<file path="config.mk">
export PLATFORM = sky130hd
export DESIGN_NAME = twm_byte_engine
export DESIGN_NICKNAME = d
export VERILOG_FILES = /design/src/rtl/twm_pkg.sv /design/src/rtl/twm_tick.sv /design/src/rtl/twm_bit_seq.sv /design/src/rtl/twm_byte_engine.sv
export SDC_FILE = /design/constraint.sdc
export NUM_CORES = 1
export LEC_CHECK = 0
export ABC_CLOCK_PERIOD_IN_PS = 5000
export BUFFER_PORTS_ARGS = -buffer_cell sky130_fd_sc_hd__buf_2
export CAP_MARGIN = 25
export CORE_ASPECT_RATIO = 1.75
export CORE_MARGIN = 2
export CORE_UTILIZATION = 64
export CTS_CLUSTER_DIAMETER = 120
export DETAILED_ROUTE_END_ITERATION = 8
export PLACE_DENSITY = 0.82
export SLEW_MARGIN = 30
export SYNTH_ARGS = -nofsm -noshare
export SYNTH_HDL_FRONTEND = slang
export SYNTH_SLANG_ARGS = --single-unit
</file>
<file path="constraint.sdc">
create_clock -name clk_i -period 5 [get_ports clk_i]
set_clock_uncertainty 0.05 [all_clocks]
set_input_delay 0.75 -clock clk_i [delete_from_list [all_inputs] [get_ports clk_i]]
set_output_delay 0.75 -clock clk_i [all_outputs]
set_load 0.005 [all_outputs]
</file>
<file path="src/rtl/twm_pkg.sv">
package twm_pkg;
  localparam logic [1:0] SEL_DATA = 2'd0;
  localparam logic [1:0] SEL_CTRL = 2'd1;
  localparam logic [1:0] SEL_STAT = 2'd2;
  localparam logic [1:0] SEL_SRST = 2'd2;

  localparam int CB_CE = 7;
  localparam int CB_EN = 6;
  localparam int CB_STA = 5;
  localparam int CB_STP = 4;
  localparam int CB_FLG = 3;
  localparam int CB_AK = 2;

  localparam logic [7:0] ST_START   = 8'h08;
  localparam logic [7:0] ST_RESTART = 8'h10;
  localparam logic [7:0] ST_AW_ACK  = 8'h18;
  localparam logic [7:0] ST_AW_NACK = 8'h20;
  localparam logic [7:0] ST_DW_ACK  = 8'h28;
  localparam logic [7:0] ST_DW_NACK = 8'h30;
  localparam logic [7:0] ST_AR_ACK  = 8'h40;
  localparam logic [7:0] ST_AR_NACK = 8'h48;
  localparam logic [7:0] ST_DR_ACK  = 8'h50;
  localparam logic [7:0] ST_DR_NACK = 8'h58;
  localparam logic [7:0] ST_IDLE    = 8'hF8;

  typedef enum logic [1:0] {
    CMD_NONE  = 2'd0,
    CMD_START = 2'd1,
    CMD_BYTE  = 2'd2,
    CMD_STOP  = 2'd3
  } seq_cmd_e;
endpackage

</file>
<file path="src/rtl/twm_tick.sv">
module twm_tick #(
  parameter int unsigned QTR_CYCLES = 8
) (
  input  logic clk_i,
  input  logic rst_ni,
  input  logic run_i,
  output logic tick_o
);
  localparam int CW = (QTR_CYCLES < 2) ? 1 : $clog2(QTR_CYCLES);
  localparam logic [CW-1:0] LAST = CW'(QTR_CYCLES - 1);

  logic [CW-1:0] cnt_q;

  always_ff @(posedge clk_i or negedge rst_ni) begin
    if (!rst_ni) cnt_q <= '0;
    else if (!run_i || cnt_q == LAST) cnt_q <= '0;
    else cnt_q <= cnt_q + 1'b1;
  end

  assign tick_o = run_i && (cnt_q == LAST);
endmodule

</file>
<file path="src/rtl/twm_bit_seq.sv">
module twm_bit_seq
  import twm_pkg::*;
(
  input  logic       clk_i,
  input  logic       rst_ni,
  input  logic       clr_i,
  input  logic       tick_i,
  input  seq_cmd_e   cmd_i,
  input  logic [7:0] tx_i,
  input  logic       rx_mode_i,
  input  logic       ack_out_i,
  input  logic       scl_i,
  input  logic       sda_i,
  output logic       scl_o,
  output logic       sda_o,
  output logic       busy_o,
  output logic       done_o,
  output seq_cmd_e   done_cmd_o,
  output logic [7:0] rx_o,
  output logic       ack_in_o
);
  seq_cmd_e   cur_q, done_cmd_q;
  logic [1:0] ph_q;
  logic [3:0] bit_q;
  logic [7:0] sh_q;
  logic       rx_q, ackout_q, ackin_q;
  logic       scl_q, sda_q, done_q;
  logic       adv, last_bit;

  // a phase after an SCL release waits for the wired line to go high
  assign adv      = tick_i && (!scl_q || scl_i);
  assign last_bit = (bit_q == 4'd8);

  always_ff @(posedge clk_i or negedge rst_ni) begin
    if (!rst_ni) begin
      cur_q <= CMD_NONE; done_cmd_q <= CMD_NONE;
      ph_q <= '0; bit_q <= '0; sh_q <= '0;
      rx_q <= 1'b0; ackout_q <= 1'b0; ackin_q <= 1'b0;
      scl_q <= 1'b1; sda_q <= 1'b1; done_q <= 1'b0;
    end else if (clr_i) begin
      cur_q <= CMD_NONE; ph_q <= '0; bit_q <= '0;
      scl_q <= 1'b1; sda_q <= 1'b1; done_q <= 1'b0;
    end else begin
      done_q <= 1'b0;
      if (cur_q == CMD_NONE) begin
        if (cmd_i != CMD_NONE) begin
          cur_q <= cmd_i; ph_q <= '0; bit_q <= '0;
          sh_q <= tx_i; rx_q <= rx_mode_i; ackout_q <= ack_out_i; ackin_q <= 1'b0;
        end
      end else if (adv) begin
        ph_q <= ph_q + 2'd1;
        case (cur_q)
          CMD_START: begin
            case (ph_q)
              2'd0: sda_q <= 1'b1;
              2'd1: scl_q <= 1'b1;
              2'd2: sda_q <= 1'b0;
              default: begin
                scl_q <= 1'b0; cur_q <= CMD_NONE; done_q <= 1'b1; done_cmd_q <= CMD_START;
              end
            endcase
          end
          CMD_STOP: begin
            case (ph_q)
              2'd0: sda_q <= 1'b0;
              2'd1: scl_q <= 1'b1;
              2'd2: sda_q <= 1'b1;
              default: begin
                cur_q <= CMD_NONE; done_q <= 1'b1; done_cmd_q <= CMD_STOP;
              end
            endcase
          end
          CMD_BYTE: begin
            case (ph_q)
              2'd0: begin
                if (last_bit) sda_q <= rx_q ? !ackout_q : 1'b1;
                else          sda_q <= rx_q ? 1'b1 : sh_q[7];
              end
              2'd1: scl_q <= 1'b1;
              2'd2: begin
                if (!last_bit) begin
                  if (rx_q) sh_q <= {sh_q[6:0], sda_i};
                end else begin
                  ackin_q <= !sda_i;
                end
              end
              default: begin
                scl_q <= 1'b0;
                if (last_bit) begin
                  cur_q <= CMD_NONE; done_q <= 1'b1; done_cmd_q <= CMD_BYTE;
                end else begin
                  bit_q <= bit_q + 4'd1;
                  if (!rx_q) sh_q <= {sh_q[6:0], 1'b0};
                end
              end
            endcase
          end
          default: cur_q <= CMD_NONE;
        endcase
      end
    end
  end

  assign scl_o      = scl_q;
  assign sda_o      = sda_q;
  assign busy_o     = (cur_q != CMD_NONE) || done_q;
  assign done_o     = done_q;
  assign done_cmd_o = done_cmd_q;
  assign rx_o       = sh_q;
  assign ack_in_o   = ackin_q;

  AST_START_EDGE: assert property (@(posedge clk_i) disable iff (!rst_ni)
    (cur_q == CMD_START && $fell(sda_q)) |-> scl_q);
  AST_STOP_EDGE: assert property (@(posedge clk_i) disable iff (!rst_ni)
    (cur_q == CMD_STOP && $rose(sda_q)) |-> scl_q);
  AST_SDA_HELD_SCL_HIGH: assert property (@(posedge clk_i) disable iff (!rst_ni)
    (cur_q == CMD_BYTE && $past(cur_q) == CMD_BYTE && $past(scl_q) && scl_q) |-> $stable(sda_q));
  AST_STALL_LOW_SCL: assert property (@(posedge clk_i) disable iff (!rst_ni)
    (cur_q != CMD_NONE && scl_q && !scl_i && !clr_i) |=> $stable(ph_q));
endmodule

</file>
<file path="src/rtl/twm_byte_engine.sv">
module twm_byte_engine
  import twm_pkg::*;
#(
  parameter int unsigned QTR_CYCLES = 8
) (
  input  logic       clk_i,
  input  logic       rst_ni,
  input  logic       wr_en_i,
  input  logic [1:0] wr_sel_i,
  input  logic [7:0] wr_data_i,
  input  logic [1:0] rd_sel_i,
  output logic [7:0] rd_data_o,
  output logic       scl_o,
  output logic       sda_o,
  input  logic       scl_i,
  input  logic       sda_i,
  output logic       irq_o
);
  logic       ce_q, en_q, aak_q, flag_q;
  logic [7:0] data_q, status_q;
  logic       held_q, addr_q, read_q, rep_q, ack_sent_q;

  logic       busy, done, tick, ack_in;
  seq_cmd_e   done_cmd, cmd;
  logic [7:0] rx_byte;

  logic soft_rst, ctrl_wr, req_en, req_sta, req_stp;
  logic go_start, go_stop, go_byte, start_blocked;

  assign soft_rst = wr_en_i && wr_sel_i == SEL_SRST;
  assign ctrl_wr  = wr_en_i && wr_sel_i == SEL_CTRL && !busy;
  assign req_en   = wr_data_i[CB_EN];
  assign req_sta  = wr_data_i[CB_STA];
  assign req_stp  = wr_data_i[CB_STP];

  assign go_start      = ctrl_wr && req_en && req_sta && (held_q || sda_i);
  assign start_blocked = ctrl_wr && req_en && req_sta && !held_q && !sda_i;
  assign go_stop       = ctrl_wr && req_en && !req_sta && req_stp && held_q;
  assign go_byte       = ctrl_wr && req_en && !req_sta && !req_stp && flag_q && held_q;

  always_comb begin
    cmd = CMD_NONE;
    if (go_start)     cmd = CMD_START;
    else if (go_stop) cmd = CMD_STOP;
    else if (go_byte) cmd = CMD_BYTE;
  end

  twm_tick #(.QTR_CYCLES(QTR_CYCLES)) u_tick (
    .clk_i  (clk_i),
    .rst_ni (rst_ni),
    .run_i  (busy),
    .tick_o (tick)
  );

  twm_bit_seq u_seq (
    .clk_i      (clk_i),
    .rst_ni     (rst_ni),
    .clr_i      (soft_rst),
    .tick_i     (tick),
    .cmd_i      (cmd),
    .tx_i       (data_q),
    .rx_mode_i  (read_q && !addr_q),
    .ack_out_i  (wr_data_i[CB_AK]),
    .scl_i      (scl_i),
    .sda_i      (sda_i),
    .scl_o      (scl_o),
    .sda_o      (sda_o),
    .busy_o     (busy),
    .done_o     (done),
    .done_cmd_o (done_cmd),
    .rx_o       (rx_byte),
    .ack_in_o   (ack_in)
  );

  always_ff @(posedge clk_i or negedge rst_ni) begin
    if (!rst_ni) begin
      ce_q <= 1'b0; en_q <= 1'b0; aak_q <= 1'b0; flag_q <= 1'b0;
      data_q <= '0; status_q <= ST_IDLE;
      held_q <= 1'b0; addr_q <= 1'b0; read_q <= 1'b0; rep_q <= 1'b0; ack_sent_q <= 1'b0;
    end else if (soft_rst) begin
      ce_q <= 1'b0; en_q <= 1'b0; aak_q <= 1'b0; flag_q <= 1'b0;
      status_q <= ST_IDLE;
      held_q <= 1'b0; addr_q <= 1'b0; read_q <= 1'b0; rep_q <= 1'b0;
    end else begin
      if (wr_en_i && wr_sel_i == SEL_DATA && !busy) data_q <= wr_data_i;
      if (ctrl_wr) begin
        ce_q  <= wr_data_i[CB_CE];
        en_q  <= req_en;
        aak_q <= wr_data_i[CB_AK];
        if (go_start || go_stop || go_byte) flag_q <= 1'b0;
        if (go_start) rep_q <= held_q;
        if (go_byte) ack_sent_q <= wr_data_i[CB_AK];
      end
      if (done) begin
        case (done_cmd)
          CMD_START: begin
            status_q <= rep_q ? ST_RESTART : ST_START;
            flag_q <= 1'b1; held_q <= 1'b1; addr_q <= 1'b1;
          end
          CMD_BYTE: begin
            flag_q <= 1'b1;
            if (addr_q) begin
              addr_q <= 1'b0;
              read_q <= data_q[0];
              if (data_q[0]) status_q <= ack_in ? ST_AR_ACK : ST_AR_NACK;
              else           status_q <= ack_in ? ST_AW_ACK : ST_AW_NACK;
            end else if (read_q) begin
              data_q   <= rx_byte;
              status_q <= ack_sent_q ? ST_DR_ACK : ST_DR_NACK;
            end else begin
              status_q <= ack_in ? ST_DW_ACK : ST_DW_NACK;
            end
          end
          CMD_STOP: begin
            status_q <= ST_IDLE;
            held_q <= 1'b0; addr_q <= 1'b0; read_q <= 1'b0;
          end
          default: ;
        endcase
      end
    end
  end

  always_comb begin
    case (rd_sel_i)
      SEL_DATA: rd_data_o = data_q;
      SEL_CTRL: rd_data_o = {ce_q, en_q, 2'b00, flag_q, aak_q, 2'b00};
      SEL_STAT: rd_data_o = status_q;
      default:  rd_data_o = 8'h00;
    endcase
  end

  assign irq_o = flag_q;

  AST_SOFT_RESET_IDLE: assert property (@(posedge clk_i) disable iff (!rst_ni)
    soft_rst |=> (status_q == ST_IDLE && !irq_o && scl_o && sda_o));
  AST_FREE_BUS_RELEASED: assert property (@(posedge clk_i) disable iff (!rst_ni)
    (!held_q && !busy) |-> (scl_o && sda_o));
  AST_BLOCKED_START: assert property (@(posedge clk_i) disable iff (!rst_ni)
    start_blocked |=> (!busy && !irq_o && status_q == ST_IDLE));
  AST_IGNORED_BYTE: assert property (@(posedge clk_i) disable iff (!rst_ni)
    (ctrl_wr && req_en && !req_sta && !req_stp && (!flag_q || !held_q)) |=> !busy);
  AST_FLAG_HAS_EVENT: assert property (@(posedge clk_i) disable iff (!rst_ni)
    irq_o |-> status_q != ST_IDLE);
endmodule

</file>
==> results of run 1 <==
[Yosys cell counts (2+ instances only)]
cell,number
dfrtp_1,42
nand2_1,24
nor2_1,24
ha_1,19
a21oi_1,18
mux2_2,18
inv_1,17
o21ai_0,15
clkbuf_1,13
nand3_1,11
a2bb2oi_1,9
mux2i_1,8
o22ai_1,8
dfstp_2,7
nor3_1,7
nand2b_1,6
nor2b_1,6
and2_1,5
o211ai_1,4
nand3b_1,3
nand4_1,3
a211o_1,2
a211oi_1,2
a22o_1,2
a311oi_1,2
a31o_2,2
nor3b_1,2
o2111a_1,2
o21a_1,2
o21bai_1,2
o31ai_1,2
or3_1,2
xnor2_1,2
[registers in the layout (all words and copies together), names as in the netlist, 2 cells and up]
register	count
u_seq.done_cmd_o	2
u_seq.cur_q	2
u_seq.rx_o	8
data_q	8
u_tick.cnt_q	3
u_seq.ph_q	2
status_q	5
u_seq.bit_q	4
[routing by layer]
metal  track usage [%]  vias to the layer above
met4              21.7                        0
met1              32.6                     1224
met3              4.66                       32
met5                 0                        -
met2              52.5                      113
li1                  -                     1159
[final timing paths]
kind	depth (start not counted)	to	slack, ns
min in group asynchronous	2	addr_q	0.48
min reg2reg	1	u_tick.cnt_q[0]	0.39
max in group asynchronous	2	u_seq.ackout_q	3.99
max	6	u_seq.rx_o[0]	2.14
min	1	u_tick.cnt_q[0]	0.39
max reg2reg	6	u_seq.rx_o[0]	2.14
[area by class of cell]
cell class                      count  area (um^2)  share of cell area (%)
Tap cell                           52         65.1                    1.98
Clock inverter                      3         68.8                    2.09
Timing Repair Buffer               29          150                    4.56
Multi-Input combinational cell    228         1640                    49.8
Sequential cell                    49         1230                    37.5
Clock buffer                        5         68.8                    2.09
Inverter                           17         63.8                    1.94
[power groups by stage]
stage / combinational (mW) / sequential, mW / clock [mW]
2_1_floorplan: 0.0802 / 0.464 / 0
3_3_place_gp: 0.113 / 0.475 / 0
3_5_place_dp: 0.117 / 0.477 / 0
4_1_cts: 0.118 / 0.469 / 0.346
5_1_grt: 0.131 / 0.474 / 0.360
6_report: 0.118 / 0.469 / 0.342
[worst max-delay path: stages, from the launching register on]
cell	delay, ns
dfrtp_1	0.42
inv_1	0.14
ha_1	0.66
and4bb_4	0.41
o211ai_4	0.15
a221oi_4	0.51
mux2_2	0.40
[logic make-up (layout without fill, tap and decap cells)]
| group | after synthesis | in the layout | share of synthesized area [%] |
|---|---|---|---|
| xor+xnor | 3 | 3 | 0.874 |
| fa+ha+maj | 19 | 19 | 7.91 |
| compound gates | 83 | 83 | 20.2 |
| mux | 26 | 26 | 9.41 |
| simple gates | 97 | 97 | 16.2 |
| flops | 49 | 49 | 41.1 |
| buf+inv | 32 | 54 | 4.29 |
[stage by stage]
stage                     cell area [um^2]  instances  power [mW]  setup slack (ns)
after CTS                             3290        383       0.934              2.17
after global routing                  3290        383       0.965              2.03
after global placement                3160        375       0.588              2.26
after floorplan                       3010        309       0.544              2.75
after detailed placement              3160        375       0.594              2.17
final                                 3290        383       0.930              2.14
==> reports/metrics.yaml, run 1 <==
placement:
  place.gp.congestion: 0.852
  dp_hpwl_um: 5420
  io_buffers: 27
final_layout:
  fillers: 341
  drive_gt1_share_pct: 20.8
  antenna_cells: 0
  final_common_cell: "dfrtp_1"
  fin_nets: 366
  syn_to_final_growth_pct: 9.58
  layout_common_cells: "dfrtp_1 (42), buf_2 (27), nand2_1 (24), nor2_1 (24), ha_1 (19)"
  post-route-util_pct: 71.9
sta:
  setup-tns-final_ns: 0
  finalSetupViolCount: 0
  final_hold_viol_count: 0
  max_freq_mhz: 350
  fin_crit_sh_pct: 57.2
  fin_crit_ns: 2.86
  drv_slew: 0
  worst_pin_slew_ns: 0.897
  rsz0062_at_grt: "false"
  hold_ws_ns: 0.388
  relSlewSlack_pct: 40.0
drt:
  wl_met3_um: 402
  routed-via-count: 2528
  met1Wirelength_um: 2690
  wl_per_cell_um: 19.1
  drt_iter0_markers: 92
  drt_pass1_iterations: 5
  routed_via_density: 6.60
  wl_met2_um: 3790
  wl_um: 7330
  drtAntennaViolNets: 0
  routed.top_layer: "met4"
  drc_errors: 0
setup_path:
  worstSetupEndpointType: "register"
  cp.arrival_ns: 3.00
  required_ns: 5.14
  start_kind: "register"
  worstPathMaxFanout: 20
  r2r_start: "u_seq.cur_q[0]"
  critPathKind: "reg2reg"
  crit_start: "u_seq.cur_q[0]"
worst_hold_path:
  hold_start: "u_tick.cnt_q[0]"
  min_path_type: "reg2reg"
clock_network:
  clkTransAtPathRegs_ns: 0.09
  clk_latency_ns: 0.30
  clockBufferDepth: 2
  cts-htree-levels: 2
  ctsResizeCount: 0
  cts.sinks: 49
  cts_tree: "built"
  post_cts_buffers: 0
  cts_root_buffer: "clkbuf_8"
  numCtsBuffers: 5
  hold_buffers: 0
die:
  initial_core_util_pct: 65.6
  die_area_mm2: 0.00528
  fp.coreArea_mm2: 0.00458
  die_x_um: 55.8
  rows: 33
  die_h_um: 94.7
  boundaryPins: 28
power:
  power_frac_seq_pct: 50.5
  p_sw_uw: 231
  power.density_mw_per_mm2: 282
  power_leakage_nw: 1.49
  p_sw_share_pct: 24.8
  cell_internal_pwr_uw: 699
  vdd_drop_max_mv: 0.306
  combPwrFrac_pct: 12.7
  p_clk_share_pct: 36.8
status:
  status: "finished clean"
global_route:
  grt_usage_pct: 30.0
  grt_pass1_vias: 2627
  grt_antenna_before_repair: 0
  grt_pass1_wl_um: 12300
  grt_max_degree: 50
  grt.overflow.total: 0
yosys:
  avgSynthCellArea_um2: 9.73
  netlist_area_mm2: 0.00301
  synth_nets: 345
  synth_edf_count: 0
  synth_cells: 309
  yosys.cell_types.count: 51
  synth_ff_type: "dfrtp_1"
  synthTopCellsByArea: "dfrtp_1 (35%), ha_1 (7.9%), mux2_2 (6.7%), dfstp_2 (6.1%), a21oi_1 (3.0%)"
  yosysTopAreaCellShare_pct: 35.0
  ys.warnings.count: 0
  yosysTopAreaCell: "dfrtp_1"
  ys_ff_latch: 49
  synthArstFlopShare_pct: 100
  synth-seq-area-share_pct: 41.1
job:
  drv_cap: 0
Note: power is estimated with default switching activity, not from simulation.
==> run 2, diff against run 1 <==
ABC_CLOCK_PERIOD_IN_PS = 2800   (was 5000)
CORE_UTILIZATION = 59   (was 64)
PLACE_DENSITY = 0.76   (was 0.82)
clock period = 2.8 ns   (was 5 ns; I/O delays follow)
==> run 2 against run 1 <==
Power grew 62%. Critical endpoint is now u_seq.rx_o[2]. Non-clock buffer count grew 6. Hold slack lost 0.059 ns. Worst setup slack lost 1.8 ns. Critical path depth is the same. Combinational power grew 78%. Register-to-register slack lost 1.8 ns. Fmax grew 18%. First-iteration DRC count shrank 2.2%. Largest cell class unchanged.
==> reports/metrics.yaml, run 2 (synthesis results as in run 1) <==
status:
  status: "finished clean"
job:
  drv_cap: 0
setup_path:
  critPathKind: "reg2reg"
  worstSetupEndpointType: "register"
  cp.arrival_ns: 2.56
  start_kind: "register"
  required_ns: 2.93
  worstPathMaxFanout: 8
sta:
  worst_pin_slew_ns: 0.894
  drv_slew: 0
  setup-tns-final_ns: 0
  final_hold_viol_count: 0
  finalSetupViolCount: 0
  relSlewSlack_pct: 40.2
  final.setup.worst_slack_ns: 0.376
  fin_crit_sh_pct: 86.6
  hold_ws_ns: 0.329
  rsz0062_at_grt: "false"
  max_freq_mhz: 412
  fin_crit_ns: 2.42
worst_hold_path:
  min_path_type: "in2reg"
clock_network:
  clk_latency_ns: 0.30
  ctsResizeCount: 0
  cts_root_buffer: "clkbuf_8"
  cts.sinks: 49
  cts_tree: "built"
  clkTransAtPathRegs_ns: 0.10
  numCtsBuffers: 5
  cts-htree-levels: 2
  clockBufferDepth: 2
final_layout:
  layout_common_cells: "dfrtp_1 (42), buf_2 (27), nand2_1 (24), nor2_1 (24), ha_1 (19)"
  antenna_cells: 0
  syn_to_final_growth_pct: 10.0
  multi_input_area_mm2: 0.00164
  final_common_cell: "dfrtp_1"
  drive_gt1_share_pct: 22.0
  fillers: 421
  fin_cells: 391
  fin_nets: 372
  seq_area_mm2: 0.00123
  post-route-util_pct: 67.0
placement:
  placed_cells: 382
  preCtsSetupSlack_ns: 0.375
  io_buffers: 27
  dp_hpwl_um: 5550
  place.gp.congestion: 0.851
die:
  die_x_um: 58.0
  boundaryPins: 28
  initial_core_util_pct: 60.9
  fp.coreArea_mm2: 0.00493
  die_h_um: 98.4
  rows: 34
  die_area_mm2: 0.00570
drt:
  routed_via_density: 6.25
  routed-via-count: 2444
  drc_errors: 0
  drt_pass1_iterations: 4
  drtAntennaViolNets: 0
  wl_um: 7250
  drt_iter0_markers: 90
  wl_per_cell_um: 18.6
global_route:
  grtUsageMet1_pct: 32.7
  grt.busiest_layer: "met2"
  grt.overflow.total: 0
  gr-usage-met2_pct: 49.0
  grt_usage_pct: 27.8
  met3_usage_pct: 3.02
  grt_max_degree: 45
  grt_pass1_vias: 2458
  grt_antenna_before_repair: 0
  grt_pass1_wl_um: 12100
power:
  vdd_drop_max_mv: 0.490
  power.density_mw_per_mm2: 456
  power_leakage_nw: 1.50
[run 2: final cells by class]
type / count / area share, %
multi-input combinational: 228 / 49.6
sequential: 49 / 37.3
timing repair buffer: 35 / 5.98
clock buffer: 7 / 2.91
tap: 54 / 2.04
inverter: 17 / 1.93
clock inverter: 1 / 0.151
[run 2: stage by stage]
| stage | total power [mW] | area [um^2] |
|---|---|---|
| after floorplan | 0.972 | 3010 |
| after global placement | 1.05 | 3200 |
| after detailed placement | 1.06 | 3200 |
| after CTS | 1.51 | 3310 |
| after global routing | 1.57 | 3310 |
| final | 1.51 | 3310 |
[run 2: final timing paths]
| kind | end | slack, ns | startpoint | cells past startpoint |
|---|---|---|---|---|
| max | u_seq.rx_o[2] | 0.38 | u_seq.cur_q[1] | 6 |
| min | u_seq.ackout_q | 0.33 | wr_data_i[2] | 3 |
| max reg2reg | u_seq.rx_o[2] | 0.38 | u_seq.cur_q[1] | 6 |
| min reg2reg | u_tick.cnt_q[0] | 0.39 | u_tick.cnt_q[0] | 1 |
| max in group asynchronous | data_q[7] | 1.50 | rst_ni | 3 |
| min in group asynchronous | held_q | 0.42 | rst_ni | 2 |
[run 2: layer usage]
layer  vias up  share of wire, %
li1       1165                 -
met4         0               4.6
met3        20               3.1
met2        66                54
met1      1193                39
met5         -                 0
[run 2: what timing repair did]
| item | in CTS | in global routing |
|---|---|---|
| hold buffers | 1 | 0 |
| buffers inserted | 0 | 0 |
| hold endpoints to repair | 3 | 0 |
[run 2: report_power, final]
group | switching (mW) | total [mW] | internal, mW
logic | 0.0985 | 0.210 | 0.112
clock network | 0.234 | 0.457 | 0.224
registers | 0.0622 | 0.841 | 0.779
total | 0.394 | 1.51 | 1.11
[run 2: worst max-delay path, stage by stage, from the launching register on]
cell and delay [ns]:
dfrtp_1 0.45, inv_1 0.12, ha_1 0.29, and4bb_4 0.32, o211ai_4 0.15, a221oi_4 0.53, mux2_2 0.39
==> run 3, diff against run 2 <==
ABC_AREA = 1   (was unset)
ABC_CLOCK_PERIOD_IN_PS = 2950   (was 2800)
CORE_UTILIZATION = 64   (was 59)
PLACE_DENSITY = 0.82   (was 0.76)
clock period = 2.95 ns   (was 2.8 ns; I/O delays follow)
==> run 3 against run 2 <==
First-iteration DRC count is 14% higher. Die area down 10%. Non-clock buffer count decreased by 6. Worst setup slack better by 0.23 ns. Fmax is 3.4% higher. Sequential power increased by 0.5%. Wire length is 2.3% higher. Critical path depth grew 2. Hold slack got worse by 0.24 ns. Critical endpoint is now u_seq.rx_o[4].
==> reports/metrics.yaml, run 3 <==
status:
  status: "finished clean"
clock_network:
  clkTransAtPathRegs_ns: 0.09
  cts-htree-levels: 2
  cts_tree: "built"
  cts.sinks: 49
  clk_latency_ns: 0.30
  hold_buffers: 0
  post_cts_buffers: 0
  numCtsBuffers: 5
  ctsResizeCount: 0
  clockBufferDepth: 2
  cts_root_buffer: "clkbuf_8"
sta:
  setup-tns-final_ns: 0
  final_hold_viol_count: 0
  fin_crit_sh_pct: 79.5
  final.setup.worst_slack_ns: 0.606
  fin_crit_ns: 2.34
  worst_pin_slew_ns: 0.612
  finalSetupViolCount: 0
  drv_slew: 0
  rsz0062_at_grt: "false"
  max_freq_mhz: 427
  relSlewSlack_pct: 59.2
final_layout:
  drive_gt1_share_pct: 14.0
  layout_common_cells: "nand2_1 (91), inv_1 (64), dfrtp_1 (42)"
  fin_cells: 457
  post-route-util_pct: 73.0
  antenna_cells: 0
  fin_nets: 441
  final_common_cell: "nand2_1"
  syn_to_final_growth_pct: 10.4
die:
  fp.coreArea_mm2: 0.00440
  die_h_um: 93.3
  die_area_mm2: 0.00513
  rows: 32
  initial_core_util_pct: 66.2
  boundaryPins: 28
  die_x_um: 55.0
global_route:
  grt.overflow.total: 0
  grt_pass1_wl_um: 12200
  grt_max_degree: 50
  grt_pass1_vias: 2713
  grt_antenna_before_repair: 0
  grt_usage_pct: 33.2
yosys:
  ys_ff_latch: 49
  yosysTopAreaCell: "dfrtp_1"
  ys.warnings.count: 0
  synth-seq-area-share_pct: 42.4
  synth_nets: 411
  synthArstFlopShare_pct: 100
  yosysTopAreaCellShare_pct: 36.1
  synth_cells: 375
  synth_ff_type: "dfrtp_1"
  netlist_area_mm2: 0.00291
  avgSynthCellArea_um2: 7.77
  yosysMostFrequentCell: "nand2_1"
  yosys.cell_types.count: 37
  synth_edf_count: 0
  yosys-top-cells-count: "nand2_1 (91), inv_1 (64), dfrtp_1 (42), o21ai_0 (32), nor2_1 (25)"
  synthTopCellsByArea: "dfrtp_1 (36%), nand2_1 (12%), inv_1 (8.2%), ha_1 (8.2%), dfstp_2 (6.3%)"
drt:
  routed-via-count: 2691
  routed_via_density: 5.89
  wl_um: 7420
  drt_pass1_iterations: 5
  drt_iter0_markers: 103
  wl_per_cell_um: 16.2
  drtAntennaViolNets: 0
  drc_errors: 0
setup_path:
  ff2ff_setup_slack_ns: 0.61
  cp.arrival_ns: 2.49
  start_kind: "register"
  worstSetupEndpointType: "register"
  r2r_start: "u_seq.cur_q[0]"
  ff2ff_path_depth: 8
  required_ns: 3.10
  critPathKind: "reg2reg"
  rr_endpoint: "u_seq.rx_o[4]"
  worstPathMaxFanout: 22
placement:
  io_buffers: 27
  preCtsSetupSlack_ns: 0.651
  placed_cells: 449
  place.gp.congestion: 1.05
  dp_hpwl_um: 5770
power:
  power_leakage_nw: 1.63
  power.density_mw_per_mm2: 498
  p_total_mw: 1.60
  vdd_drop_max_mv: 0.449
worst_hold_path:
  min_path_type: "in2async"
job:
  drv_cap: 0
==> run 3: kinds of logic (layout without fill, tap and decap cells) <==
group | Yosys count | after routing | synth area share, %
AO/OA/AOI/OAI | 74 | 74 | 15.4
flip-flops | 49 | 49 | 42.4
buffers and inverters | 72 | 103 | 9.66
XOR/XNOR | 1 | 1 | 0.301
AND/OR/NAND/NOR | 160 | 160 | 24.1
adder cells (fa/ha/maj) | 19 | 19 | 8.16
==> run 3: where the power goes <==
part           total, mW  internal [mW]  switching [mW]  leakage, nW
Sequential         0.845          0.775          0.0702        0.617
Clock              0.509          0.276           0.233       0.0574
Combinational      0.248         0.0908           0.157        0.959
Total               1.60           1.14           0.460         1.63
==> run 3: per-stage QoR <==
step | hold WS (ns) | area (um^2)
detailed placement | 0.380 | 3100
finish | 0.0841 | 3220
global placement | 0.370 | 3090
global route | 0.145 | 3220
floorplan | 0.0969 | 2910
CTS | 0.122 | 3220
==> run 3: final cells by class <==
cell class	instances	area, um^2
Multi-Input combinational cell	254	1400
Sequential cell	49	1230
Fill cell	369	1190
Inverter	66	248
Timing Repair Buffer	29	153
Clock buffer	6	82.6
Tap cell	51	63.8
Clock inverter	2	37.5
==> run 3: critical path: stages, from the launching register on <==
cell	delay [ns]
dfrtp_1	0.41
inv_1	0.11
ha_1	0.30
inv_1	0.46
nand2_1	0.28
nand3_2	0.30
nand2_2	0.18
nand2_1	0.10
nand2_1	0.05
==> run 3: worst max path at each step <==
| stage | from | endpoint | slack (ns) | depth (start not counted) |
|---|---|---|---|---|
| floorplan | u_seq.cur_q[0] | u_seq.rx_o[0] | 1.23 | 9 |
| global placement | u_seq.cur_q[0] | u_seq.rx_o[3] | 0.72 | 8 |
| detailed placement | u_seq.cur_q[0] | u_seq.cur_q[1] | 0.65 | 9 |
| CTS | u_seq.cur_q[1] | u_seq.rx_o[4] | 0.63 | 8 |
| global route | u_seq.cur_q[0] | u_seq.bit_q[3] | 0.35 | 7 |
| finish | u_seq.cur_q[0] | u_seq.rx_o[4] | 0.61 | 8 |
==> run 3: per-layer routing <==
metal,routed length (um),GRT usage (%),vias up
met5,0,0,-
met2,3860,56.3,111
met3,381,5.11,33
li1,-,-,1285
met4,458,20.7,0
met1,2720,36.5,1262
